$ cat src/rtl/mm3_pkg.sv
package mm3_pkg;
  localparam int DATA_W   = 32;
  localparam int INSTR_W  = 64;
  localparam int LANE_W   = 8;
  localparam int NUM_LANES = DATA_W / LANE_W;

  localparam int OPC_HI = 63;
  localparam int OPC_LO = 57;
  localparam int OPC_W  = OPC_HI - OPC_LO + 1;
  localparam logic [OPC_W-1:0] OPC_VAL = 7'b0011101;

  localparam int BIT_MAX    = 56;
  localparam int BIT_SAT    = 55;
  localparam int BIT_SDST   = 54;
  localparam int STG_LO     = 51;
  localparam int BIT_BREG   = 50;
  localparam int BIT_SB     = 49;
  localparam int BIT_SA     = 48;
  localparam int FMTA_LO    = 37;
  localparam int FMTB_LO    = 29;
  localparam logic [1:0] FMT_WORD = 2'b11;

  typedef enum logic [2:0] {
    STG_HALF_HI = 3'd0,
    STG_HALF_LO = 3'd1,
    STG_BYTE_0  = 3'd2,
    STG_BYTE_2  = 3'd3,
    STG_ADD     = 3'd4,
    STG_LESSER  = 3'd5,
    STG_GREATER = 3'd6,
    STG_PASS    = 3'd7
  } stage2Op_e;

  typedef struct packed {
    logic      accept;
    logic      badForm;
    logic      useBReg;
    logic      wantMax;
    logic      srcSigned;
    logic      dstSigned;
    logic      doClamp;
    stage2Op_e stage2;
  } mm3Ctrl_t;
endpackage

$ cat src/rtl/mm3Ctrl.sv
module mm3Ctrl
  import mm3_pkg::*;
(
  input  logic               inValid,
  input  logic [INSTR_W-1:0] instr,
  output mm3Ctrl_t           ctrl
);
  logic opcodeHit;
  logic [1:0] fmtA, fmtB;

  assign opcodeHit = (instr[OPC_HI:OPC_LO] == OPC_VAL);
  assign fmtA = instr[FMTA_LO+1:FMTA_LO];
  assign fmtB = instr[FMTB_LO+1:FMTB_LO];

  always_comb begin
    ctrl.accept    = inValid && opcodeHit;
    ctrl.badForm   = (fmtA != FMT_WORD) || (fmtB != FMT_WORD) ||
                     (instr[BIT_SA] != instr[BIT_SB]);
    ctrl.useBReg   = instr[BIT_BREG];
    ctrl.wantMax   = instr[BIT_MAX];
    ctrl.srcSigned = instr[BIT_SA];
    ctrl.dstSigned = instr[BIT_SDST];
    ctrl.doClamp   = instr[BIT_SAT];
    ctrl.stage2    = stage2Op_e'(instr[STG_LO+2:STG_LO]);
  end
endmodule

$ cat src/rtl/mm3Datapath.sv
module mm3Datapath
  import mm3_pkg::*;
(
  input  logic              clk,
  input  logic              rstN,
  input  mm3Ctrl_t          ctrl,
  input  logic [DATA_W-1:0] opA,
  input  logic [DATA_W-1:0] opBReg,
  input  logic [DATA_W-1:0] opBImm,
  input  logic [DATA_W-1:0] opC,
  output logic              outValid,
  output logic [DATA_W-1:0] result,
  output logic              unsupported
);
  logic [DATA_W-1:0] opB, firstPick, clamped, mergeSrc, merged, secondPick, stageOut;
  logic aGreater, tGreater;
  logic [NUM_LANES-1:0] laneEn;

  // first stage
  assign opB = ctrl.useBReg ? opBReg : opBImm;
  assign aGreater = ctrl.srcSigned ? ($signed(opA) > $signed(opB)) : (opA > opB);
  assign firstPick = (aGreater == ctrl.wantMax) ? opA : opB;

  // clamp to destination range
  always_comb begin
    clamped = firstPick;
    if (ctrl.doClamp && firstPick[DATA_W-1]) begin
      if (ctrl.srcSigned && !ctrl.dstSigned)
        clamped = '0;
      else if (!ctrl.srcSigned && ctrl.dstSigned)
        clamped = {1'b0, {(DATA_W-1){1'b1}}};
    end
  end

  // merge lanes
  always_comb begin
    unique case (ctrl.stage2)
      STG_HALF_HI: laneEn = 4'b1100;
      STG_HALF_LO: laneEn = 4'b0011;
      STG_BYTE_0:  laneEn = 4'b0001;
      STG_BYTE_2:  laneEn = 4'b0100;
      default:     laneEn = '0;
    endcase
  end

  assign mergeSrc = (ctrl.stage2 == STG_HALF_HI || ctrl.stage2 == STG_HALF_LO)
                  ? {2{clamped[2*LANE_W-1:0]}}
                  : {NUM_LANES{clamped[LANE_W-1:0]}};

  for (genvar g = 0; g < NUM_LANES; g++) begin : gLane
    assign merged[g*LANE_W +: LANE_W] = laneEn[g] ? mergeSrc[g*LANE_W +: LANE_W]
                                                  : opC[g*LANE_W +: LANE_W];
  end

  // second-stage compare
  assign tGreater = ctrl.dstSigned ? ($signed(clamped) > $signed(opC)) : (clamped > opC);
  assign secondPick = (tGreater == (ctrl.stage2 == STG_GREATER)) ? clamped : opC;

  always_comb begin
    unique case (ctrl.stage2)
      STG_ADD:                 stageOut = clamped + opC;
      STG_LESSER, STG_GREATER: stageOut = secondPick;
      STG_PASS:                stageOut = clamped;
      default:                 stageOut = merged;
    endcase
  end

  always_ff @(posedge clk) begin
    if (!rstN) begin
      outValid    <= 1'b0;
      result      <= '0;
      unsupported <= 1'b0;
    end else begin
      outValid <= ctrl.accept;
      if (ctrl.accept) begin
        unsupported <= ctrl.badForm;
        result      <= ctrl.badForm ? '0 : stageOut;
      end
    end
  end
endmodule

$ cat src/rtl/mm3Top.sv
module mm3Top
  import mm3_pkg::*;
(
  input  logic               clk,
  input  logic               rstN,
  input  logic               inValid,
  input  logic [INSTR_W-1:0] instr,
  input  logic [DATA_W-1:0]  opA,
  input  logic [DATA_W-1:0]  opBReg,
  input  logic [DATA_W-1:0]  opBImm,
  input  logic [DATA_W-1:0]  opC,
  output logic               outValid,
  output logic [DATA_W-1:0]  result,
  output logic               unsupported
);
  mm3Ctrl_t ctrl;

  mm3Ctrl uCtrl (
    .inValid(inValid),
    .instr  (instr),
    .ctrl   (ctrl)
  );

  mm3Datapath uDp (
    .clk        (clk),
    .rstN       (rstN),
    .ctrl       (ctrl),
    .opA        (opA),
    .opBReg     (opBReg),
    .opBImm     (opBImm),
    .opC        (opC),
    .outValid   (outValid),
    .result     (result),
    .unsupported(unsupported)
  );
endmodule

$ cat config.mk
export PLATFORM = sky130hd
export DESIGN_NAME = mm3Top
export DESIGN_NICKNAME = d
export VERILOG_FILES = /design/src/rtl/mm3_pkg.sv /design/src/rtl/mm3Ctrl.sv /design/src/rtl/mm3Datapath.sv /design/src/rtl/mm3Top.sv
export SDC_FILE = /design/constraint.sdc
export NUM_CORES = 1
export LEC_CHECK = 0
export BUFFER_PORTS_ARGS = -buffer_cell sky130_fd_sc_hd__buf_2
export CAP_MARGIN = 20
export CORE_UTILIZATION = 49
export CTS_BUF_LIST = sky130_fd_sc_hd__clkbuf_8
export CTS_CLUSTER_DIAMETER = 200
export CTS_CLUSTER_SIZE = 14
export DETAILED_ROUTE_END_ITERATION = 10
export HOLD_SLACK_MARGIN = 0.03
export PLACE_DENSITY = 0.78
export SLEW_MARGIN = 5
export SYNTH_ARGS = -nofsm -noshare
export SYNTH_HDL_FRONTEND = slang
export SYNTH_SLANG_ARGS = --single-unit
$ cat constraint.sdc
create_clock -name clk -period 8 [get_ports clk]
set_input_delay 1.6 -clock clk [delete_from_list [all_inputs] [get_ports clk]]
set_output_delay 1.6 -clock clk [all_outputs]
set_load 0.02 [all_outputs]
==> impl_metrics.yaml, run 1 <==
clocking:
  cts_made_buffers: 5
  ctsLongestPathBuffers: 2
  cts_resized: 0
  ctsHtreeMaxLevel: 2
  cts_root_buf: "clkbuf_8"
  cts_tree: "yes"
  clk_latency_ps: 330
  cts.sinks: 34
  clkTransAtPathRegs_ps: 80
  ctsHoldBuffers: 0
  post-cts-setup-buffers: 0
detailed_routing:
  ant_nets: 0
  drc: 0
  via_count: 8731
  viasPerCell: 6.25
  wire_per_inst_um: 18.9
  drtIter0Drc: 919
  firstDrtPassIters: 6
  wirelength_mm: 26.5
pwr:
  power.switching_uw: 655
  swShare_pct: 49.3
  ir_drop_mv: 0.109
  power.density_nw_per_um2: 150
  power_frac_clock_pct: 10.8
  power_frac_comb_pct: 76.4
  p_int_uw: 673
  seqPwrFrac_pct: 12.7
  p_total_mw: 1.33
  power_leakage_nw: 4.23
setup_path:
  worst_ep_required_time_ps: 8230
  rrSetupSlack_ps: 6620
  cp.arrival_ps: 7900
  critPathMaxStageDelay_ps: 540
  startpoint_type: "primary input"
  r2r-end: "uDp.result[14]"
  crit_path_frequent_cell: "buf_4"
  r2r-start: "uDp.result[14]"
  slowest_stage: "o41a_1"
  worstPathMaxFanout: 19
  r2r_cells: 5
  worstSetupPathType: "in2reg"
  worst_setup_path_end_kind: "flip-flop"
yosys:
  syn_inst: 980
  yosysWarningCount: 0
  netlist_area_um2: 6940
  ys_ff_latch: 34
  synthFlopType: "dfxtp_1"
  synth-seq-area-share_pct: 9.81
  synth_nets: 1271
  yosysTopAreaCellShare_pct: 17.1
  syn_area_per_cell_um2: 7.08
  ys_async_sr_fraction_pct: 0
  ys_types: 79
  synth_edf_count: 0
  yosys-top-cells-area: "ha_1, dfxtp_1, a21oi_1"
  synth_top_cell_by_area: "ha_1"
final_layout:
  drive_gt1_share_pct: 28.4
  area_growth_pct: 27.5
  design_area_um2: 8850
  finalNetCount: 1509
  n_fill_cell: 1313
  diodes: 0
global_route:
  grt_pass1_wl_mm: 41.3
  antenna_found_initial: 1
  grt_max_degree: 43
  grt_usage_pct: 36.4
  grt_overflow: 0
  grt_pass1_vias: 8302
hold_path:
  holdCritStartpoint: "uDp.result[7]"
  hold_class: "reg2reg"
  hold_end: "uDp.result[7]"
  whs_path_depth: 2
run:
  drv_cap: 0
die:
  row_count: 43
  io_pins: 229
  coreArea_um2: 13800
  chipHeight_um: 121
  fp.dieArea_um2: 14600
  initial_core_util_pct: 50.2
  fp.dieW_um: 121
sta:
  worstMarginPinSlew_ps: 1080
  slew_viol_final: 0
  finClkSkew_ps: 0
  rsz0062_at_grt: "yes"
  setup_viol: 0
  hold_ws_ps: 438
  max_slew_margin_pct: 28.2
  period_needed_ps: 7660
  period_share_pct: 95.8
  hold_viol: 0
  fmax_ghz: 0.130
placed_design:
  port_buffers: 184
  placed_cell_area_um2: 8710
  dp_hpwl_mm: 21.7
  globalplace.congestion: 1.02
run_status:
  status: "completed"
## routing by layer
| layer | part of all wire (%) | GRT usage [%] |
|---|---|---|
| met1 | 40 | 44.9 |
| met2 | 45 | 59.3 |
| met3 | 8.9 | 5.78 |
| met4 | 6.0 | 21.5 |
| met5 | 0.17 | 1.47 |
## synthesized netlist by cell type (5+ instances only)
library cell / n
a2111oi_0: 5
clkbuf_1: 46
nor2b_1: 12
ha_1: 95
a21oi_1: 96
o31ai_1: 34
a211oi_1: 22
dfxtp_1: 34
o211ai_1: 18
nor3_1: 19
buf_2: 15
o21ai_0: 70
xor2_1: 8
and2_1: 6
nor2_1: 65
o221ai_1: 9
o21ai_1: 6
a221oi_1: 32
o2111ai_1: 5
a21o_1: 11
nor4_1: 8
mux2i_1: 37
xnor2_1: 21
nand3_1: 21
nand4_1: 14
or3_1: 7
inv_1: 68
nand2_1: 94
nand2b_1: 11
## through the flow
stage	util, %	instances	TNS, ps	setup WS (ps)
4_1_cts	63.6	1398	0	232
2_1_floorplan	-	980	0	34.8
3_5_place_dp	63.0	1391	-173	-86.9
6_report	64.0	1398	0	336
3_3_place_gp	63.0	1391	-19.9	-19.9
5_1_grt	64.0	1398	-28.8	-16.2
## power groups by stage
stage | combinational (mW) | sequential, mW | clock [mW]
final | 1.01 | 0.169 | 0.144
after global routing | 1.10 | 0.169 | 0.150
after CTS | 0.981 | 0.169 | 0.142
after detailed placement | 0.974 | 0.173 | 0
after global placement | 0.965 | 0.173 | 0
after floorplan | 0.596 | 0.173 | 0
## critical path: cells and delay by family
family,cells,cell delay (ps)
and+or+nand+nor,5,940
buffers and inverters,7,1340
adders and majority gates,2,750
AOI/OAI and AO/OA,11,2770
muxes,2,480
## how the worst max path moves through the flow
stage / to / cells after the start / start / slack, ps
floorplan: uDp.result[31] / 28 / instr[50] / 30
global placement: uDp.result[14] / 26 / instr[50] / -20
detailed placement: uDp.result[14] / 26 / instr[50] / -90
CTS: uDp.result[14] / 26 / instr[50] / 230
global route: uDp.result[21] / 30 / instr[50] / -20
finish: uDp.result[14] / 27 / instr[50] / 340
## cell type report
type                       instances  area (um^2)  share of cell area (%)
timing repair buffer             297         1810                    20.5
multi-input combinational        811         5790                    65.4
clock buffer                       5         68.8                   0.778
inverter                          69          259                    2.93
clock inverter                     2         15.0                   0.170
tap                              180          225                    2.54
sequential                        34          681                    7.69
## logic make-up (layout without fill, tap and decap cells)
logic type	count (synthesis)	count (layout)	share of synthesized area (%)
compound gates	363	363	35.4
flops	34	34	9.81
simple gates	284	284	20.2
buf+inv	135	373	7.84
mux	39	39	5.66
xor+xnor	29	29	3.66
fa+ha+maj	96	96	17.4
## cells in the final DEF (no fill, tap or decap), types with 6 or more instances in the layout
master      n
o21ai_1     6
nand2b_1   11
nor2_1     64
nor2b_1    12
inv_1      68
o211ai_1   18
ha_1       95
o221ai_1    9
buf_2     184
a21oi_1    94
a211oi_1   21
dfxtp_1    34
nand4_1    14
a21o_1     11
a21oi_2     6
buf_4     108
a221oi_1   32
o21ai_0    70
xor2_1      8
nand2_1    94
xnor2_1    21
nor3_1     18
nand3_1    21
mux2i_1    35
and2_1      6
or3_1       7
nor4_1      8
o31ai_1    31
## flip-flops by register name, summed over array words and instances, names as in the netlist
| name | count |
|---|---|
| uDp.outValid | 1 |
| uDp.unsupported | 1 |
| uDp.result | 32 |
Note: power is estimated with default switching activity, not from simulation.
==> inputs of run 2 (changes only) <==
Settings changed: GPL_TIMING_DRIVEN from default to 0.
==> impl_metrics.yaml, run 2 (synthesis gave the netlist of run 1 again) <==
final_layout:
  reg.largest.list: "uDp.result (32), uDp.outValid (1), uDp.unsupported (1)"
  layout_common_cells: "buf_2, nand2_1, a21oi_1, ha_1, inv_1"
  layout_commonest_cell: "buf_2"
  area_growth_pct: 26.6
  largest_register_ffs: 32
  finalNetCount: 1475
  regMostFlops: "uDp.result"
  n_fill_cell: 1273
  diodes: 0
  drive_gt1_share_pct: 28.4
sta:
  rsz0062_at_grt: "yes"
  hold_viol: 0
  slew_viol_final: 0
  max_slew_margin_pct: 22.7
  fmax_ghz: 0.129
  finClkSkew_ps: 0
  setup_viol: 0
  period_needed_ps: 7780
  period_share_pct: 97.3
  worstMarginPinSlew_ps: 1150
  setup_tns_ps: 0
detailed_routing:
  ant_nets: 0
  wirelength_mm: 28.5
  viasPerCell: 6.45
  drtIter0Drc: 1113
  drc: 0
  wire_per_inst_um: 20.9
  via_count: 8806
  firstDrtPassIters: 6
die:
  io_pins: 229
  chipHeight_um: 121
  initial_core_util_pct: 50.2
  coreArea_um2: 13800
  fp.dieW_um: 121
  fp.dieArea_um2: 14600
  row_count: 43
run:
  drv_cap: 0
pwr:
  p_total_mw: 1.29
  power_leakage_nw: 3.99
  power.density_nw_per_um2: 147
  swShare_pct: 51.9
  ir_drop_mv: 0.0785
  seqPwrFrac_pct: 13.1
  power.switching_uw: 669
  power_frac_comb_pct: 75.7
  p_int_uw: 620
  power_frac_clock_pct: 11.2
hold_path:
  hold_class: "reg2reg"
  holdCritStartpoint: "uDp.result[5]"
  whs_path_depth: 2
  hold_end: "uDp.result[5]"
run_status:
  status: "completed"
setup_path:
  r2r-end: "uDp.result[8]"
  cp.arrival_ps: 7970
  rrSetupSlack_ps: 6720
  crit_path_frequent_cell: "buf_4"
  worstPathMaxFanout: 10
  slowest_stage: "a2111oi_1"
  startpoint_type: "primary input"
  critPathMaxStageDelay_ps: 430
  worstSetupPathType: "in2reg"
  r2r-start: "uDp.result[8]"
  worst_ep_required_time_ps: 8180
  r2r_cells: 5
  worst_setup_path_end_kind: "flip-flop"
placed_design:
  globalplace.congestion: 1.02
  port_buffers: 181
  dp_hpwl_mm: 22.8
global_route:
  grt_pass1_wl_mm: 43.3
  grt_pass1_vias: 8224
  antenna_found_initial: 0
  grt_overflow: 0
  grt_max_degree: 11
  grt_usage_pct: 38.3
clocking:
  ctsHoldBuffers: 0
  cts_root_buf: "clkbuf_8"
  ctsHtreeMaxLevel: 2
  clkTransAtPathRegs_ps: 70
  cts_tree: "yes"
  cts_made_buffers: 5
  ctsLongestPathBuffers: 2
  cts.sinks: 34
  clk_latency_ps: 310
run 2: changes by cell type in the layout (fill, tap and decap cells not counted), sizes merged:
cell	delta
clkbuf	+35
clkinvlp	-2
inv	+1
buf	-68
clkinv	+1
run 2: metal layers:
layer | vias to the layer above | global-route usage (%) | share of wire (%)
met5 | - | 0 | 0
met4 | 0 | 17.2 | 5.1
met1 | 4035 | 49.6 | 40
met2 | 550 | 62.0 | 45
li1 | 4105 | - | -
met3 | 116 | 6.30 | 9.8
run 2: worst max path at each step:
| stage | endpoint | depth (start not counted) | slack, ps | from |
|---|---|---|---|---|
| after global placement | uDp.result[31] | 27 | -1750 | instr[50] |
| after floorplan | uDp.result[31] | 28 | 30 | instr[50] |
| final | uDp.result[21] | 29 | 220 | instr[50] |
| after detailed placement | uDp.result[31] | 28 | -1820 | instr[50] |
| after global routing | uDp.result[7] | 30 | -70 | instr[50] |
| after CTS | uDp.result[27] | 28 | 9 | instr[50] |
run 2: final cells by class:
cell class	instances	area, um^2	area share [%]
Clock inverter	2	8.76	0.0996
Buffer	55	353	4.01
Inverter	69	259	2.95
Timing Repair Buffer	208	1110	12.6
Multi-Input combinational cell	811	6070	69.1
Clock buffer	6	82.6	0.940
Tap cell	180	225	2.56
Sequential cell	34	681	7.74
run 2: power groups by stage:
| stage | clock network [mW] | registers (mW) | logic [mW] |
|---|---|---|---|
| floorplan | 0 | 0.173 | 0.596 |
| global placement | 0 | 0.173 | 0.839 |
| detailed placement | 0 | 0.173 | 0.846 |
| CTS | 0.141 | 0.169 | 0.886 |
| global route | 0.149 | 0.169 | 1.05 |
| finish | 0.144 | 0.169 | 0.976 |
run 2: stage by stage:
stage                     hold slack (ps)  instance area (um^2)  setup slack (ps)  util [%]  std cells
after floorplan                       517                  6940              34.8         -        980
after global placement                420                  8070             -1750      58.4       1341
after detailed placement              432                  8070             -1820      58.4       1341
after CTS                             443                  8340              9.03      60.3       1351
after global routing                  455                  8790             -73.6      63.6       1365
final                                 442                  8790               219      63.6       1365
run 2: critical path, delay by kind of cell:
family                   cells  cell delay, ps
AO/OA/AOI/OAI               13            3040
buffers and inverters        8            1350
AND/OR/NAND/NOR              4             840
adder cells (fa/ha/maj)      2             730
multiplexers                 2             380
run 2: what timing repair did:
action / in CTS / in global routing
pin swaps: 7 / 18
setup endpoints to repair: 32 / 32
gates resized for setup: 37 / 94
setup buffers: 9 / 17
==> inputs of run 3 (changes only) <==
==> constraint.sdc (replaced) <==
create_clock -name clk -period 8 [get_ports clk]
set_input_delay 0.4 -clock clk [delete_from_list [all_inputs] [get_ports clk]]
set_output_delay 0.4 -clock clk [all_outputs]
set_load 0.02 [all_outputs]
==> impl_metrics.yaml, run 3 (synthesis gave the netlist of run 1 again) <==
run_status:
  status: "completed"
pwr:
  power_leakage_nw: 3.85
  swShare_pct: 52.8
  p_int_uw: 571
  ir_drop_mv: 0.0792
  seqPwrFrac_pct: 14.0
  power.density_nw_per_um2: 147
  power.switching_uw: 638
  power_frac_clock_pct: 11.8
  power_frac_comb_pct: 74.2
setup_path:
  critPathMaxStageDelay_ps: 550
  r2r-end: "uDp.result[14]"
  worstPathMaxFanout: 10
  crit_path_frequent_cell: "buf_2"
  r2r-start: "uDp.result[14]"
  r2r_cells: 5
  worstSetupPathType: "in2reg"
  rrSetupSlack_ps: 6670
  worst_ep_required_time_ps: 8250
  cp.arrival_ps: 7840
  worst_setup_path_end_kind: "flip-flop"
  slowest_stage: "o41a_1"
  startpoint_type: "primary input"
final_layout:
  largest_register_ffs: 32
  reg.largest.list: "uDp.result (32), uDp.outValid (1), uDp.unsupported (1)"
  area_growth_pct: 18.7
  layout_commonest_cell: "buf_2"
  drive_gt1_share_pct: 21.6
  layout_common_cells: "buf_2, a21oi_1, ha_1, nand2_1, o21ai_0"
  regMostFlops: "uDp.result"
  diodes: 0
  finalNetCount: 1463
  fin_cells: 1353
  n_fill_cell: 1360
  design_area_um2: 8240
die:
  chipHeight_um: 121
  fp.dieArea_um2: 14600
  coreArea_um2: 13800
  io_pins: 229
  fp.dieW_um: 121
  row_count: 43
  initial_core_util_pct: 50.2
sta:
  hold_ws_ps: 390
  max_slew_margin_pct: 25.5
  setup_ws_ps: 412
  rsz0062_at_grt: "no"
  period_share_pct: 94.9
  slew_viol_final: 0
  hold_viol: 0
  worstMarginPinSlew_ps: 1110
  fmax_ghz: 0.132
  period_needed_ps: 7590
  setup_tns_ps: 0
  setup_viol: 0
  finClkSkew_ps: 0
global_route:
  grt_pass1_wl_mm: 42.9
  grt_pass1_vias: 8123
  grt_usage_pct: 37.9
  grt_max_degree: 11
  antenna_found_initial: 0
  grt_overflow: 0
clocking:
  cts_root_buf: "clkbuf_8"
  clk_latency_ps: 300
  cts_made_buffers: 5
  cts.sinks: 34
  cts_tree: "yes"
  ctsHtreeMaxLevel: 2
  ctsLongestPathBuffers: 2
  clkTransAtPathRegs_ps: 90
  ctsHoldBuffers: 0
placed_design:
  placed_cell_area_um2: 8070
  port_buffers: 181
  placed_cells: 1341
  globalplace.congestion: 1.02
  post-place-ws_ps: -618
  dp_hpwl_mm: 22.8
detailed_routing:
  wire_per_inst_um: 20.5
  drc: 0
  ant_nets: 0
  firstDrtPassIters: 6
  viasPerCell: 6.45
  via_count: 8733
  wirelength_mm: 27.8
  drtIter0Drc: 1039
hold_path:
  whs_path_depth: 3
  hold_end: "uDp.result[27]"
  hold_class: "in2reg"
  holdCritStartpoint: "rstN"
run:
  drv_cap: 0
run 3: critical path: cells and delay by family:
kind / cells / cell delay [ps]
AO/OA/AOI/OAI: 10 / 2630
buffers and inverters: 8 / 2170
AND/OR/NAND/NOR: 7 / 1370
multiplexers: 2 / 650
adder cells (fa/ha/maj): 2 / 590
run 3: area by class of cell:
cell class / instances / area [um^2] / share of cell area (%)
timing repair buffer: 186 / 943 / 11.4
multi-input combinational: 811 / 5750 / 69.7
sequential: 34 / 681 / 8.26
tap: 180 / 225 / 2.73
clock inverter: 2 / 8.76 / 0.106
buffer: 65 / 294 / 3.57
clock buffer: 6 / 82.6 / 1.00
inverter: 69 / 259 / 3.14
run 3: layer usage:
| layer | up-vias | share of wire (%) | track usage, % |
|---|---|---|---|
| met1 | 4036 | 41 | 49.6 |
| met4 | 0 | 4.5 | 16.7 |
| met2 | 536 | 45 | 61.2 |
| met5 | - | 0 | 0 |
| met3 | 86 | 9.9 | 6.11 |
| li1 | 4075 | - | - |
run 3: how the worst max path moves through the flow:
| stage | startpoint | to | slack [ps] | cells after the start |
|---|---|---|---|---|
| finish | instr[50] | uDp.result[5] | 410 | 29 |
| global route | instr[50] | uDp.result[3] | 30 | 29 |
| floorplan | instr[50] | uDp.result[31] | 1230 | 28 |
| global placement | instr[50] | uDp.result[31] | -550 | 27 |
| CTS | instr[50] | uDp.result[31] | 2 | 28 |
| detailed placement | instr[50] | uDp.result[31] | -620 | 28 |
run 3: what timing repair did:
action | CTS | global route
setup buffers | 0 | 4
pin swaps | 0 | 1
gates resized for setup | 3 | 15
endpoints found under the setup margin | 19 | 32
run 3: power groups by stage:
stage	sequential, mW	clock, mW	combinational [mW]
CTS	0.169	0.141	0.853
global route	0.169	0.147	0.970
global placement	0.173	0	0.839
floorplan	0.173	0	0.596
finish	0.169	0.143	0.897
detailed placement	0.173	0	0.846
run 3: metrics by stage:
stage | util, % | power (mW)
after global placement | 58.4 | 1.01
after global routing | 59.6 | 1.29
after floorplan | - | 0.769
after detailed placement | 58.4 | 1.02
final | 59.6 | 1.21
after CTS | 59.1 | 1.16
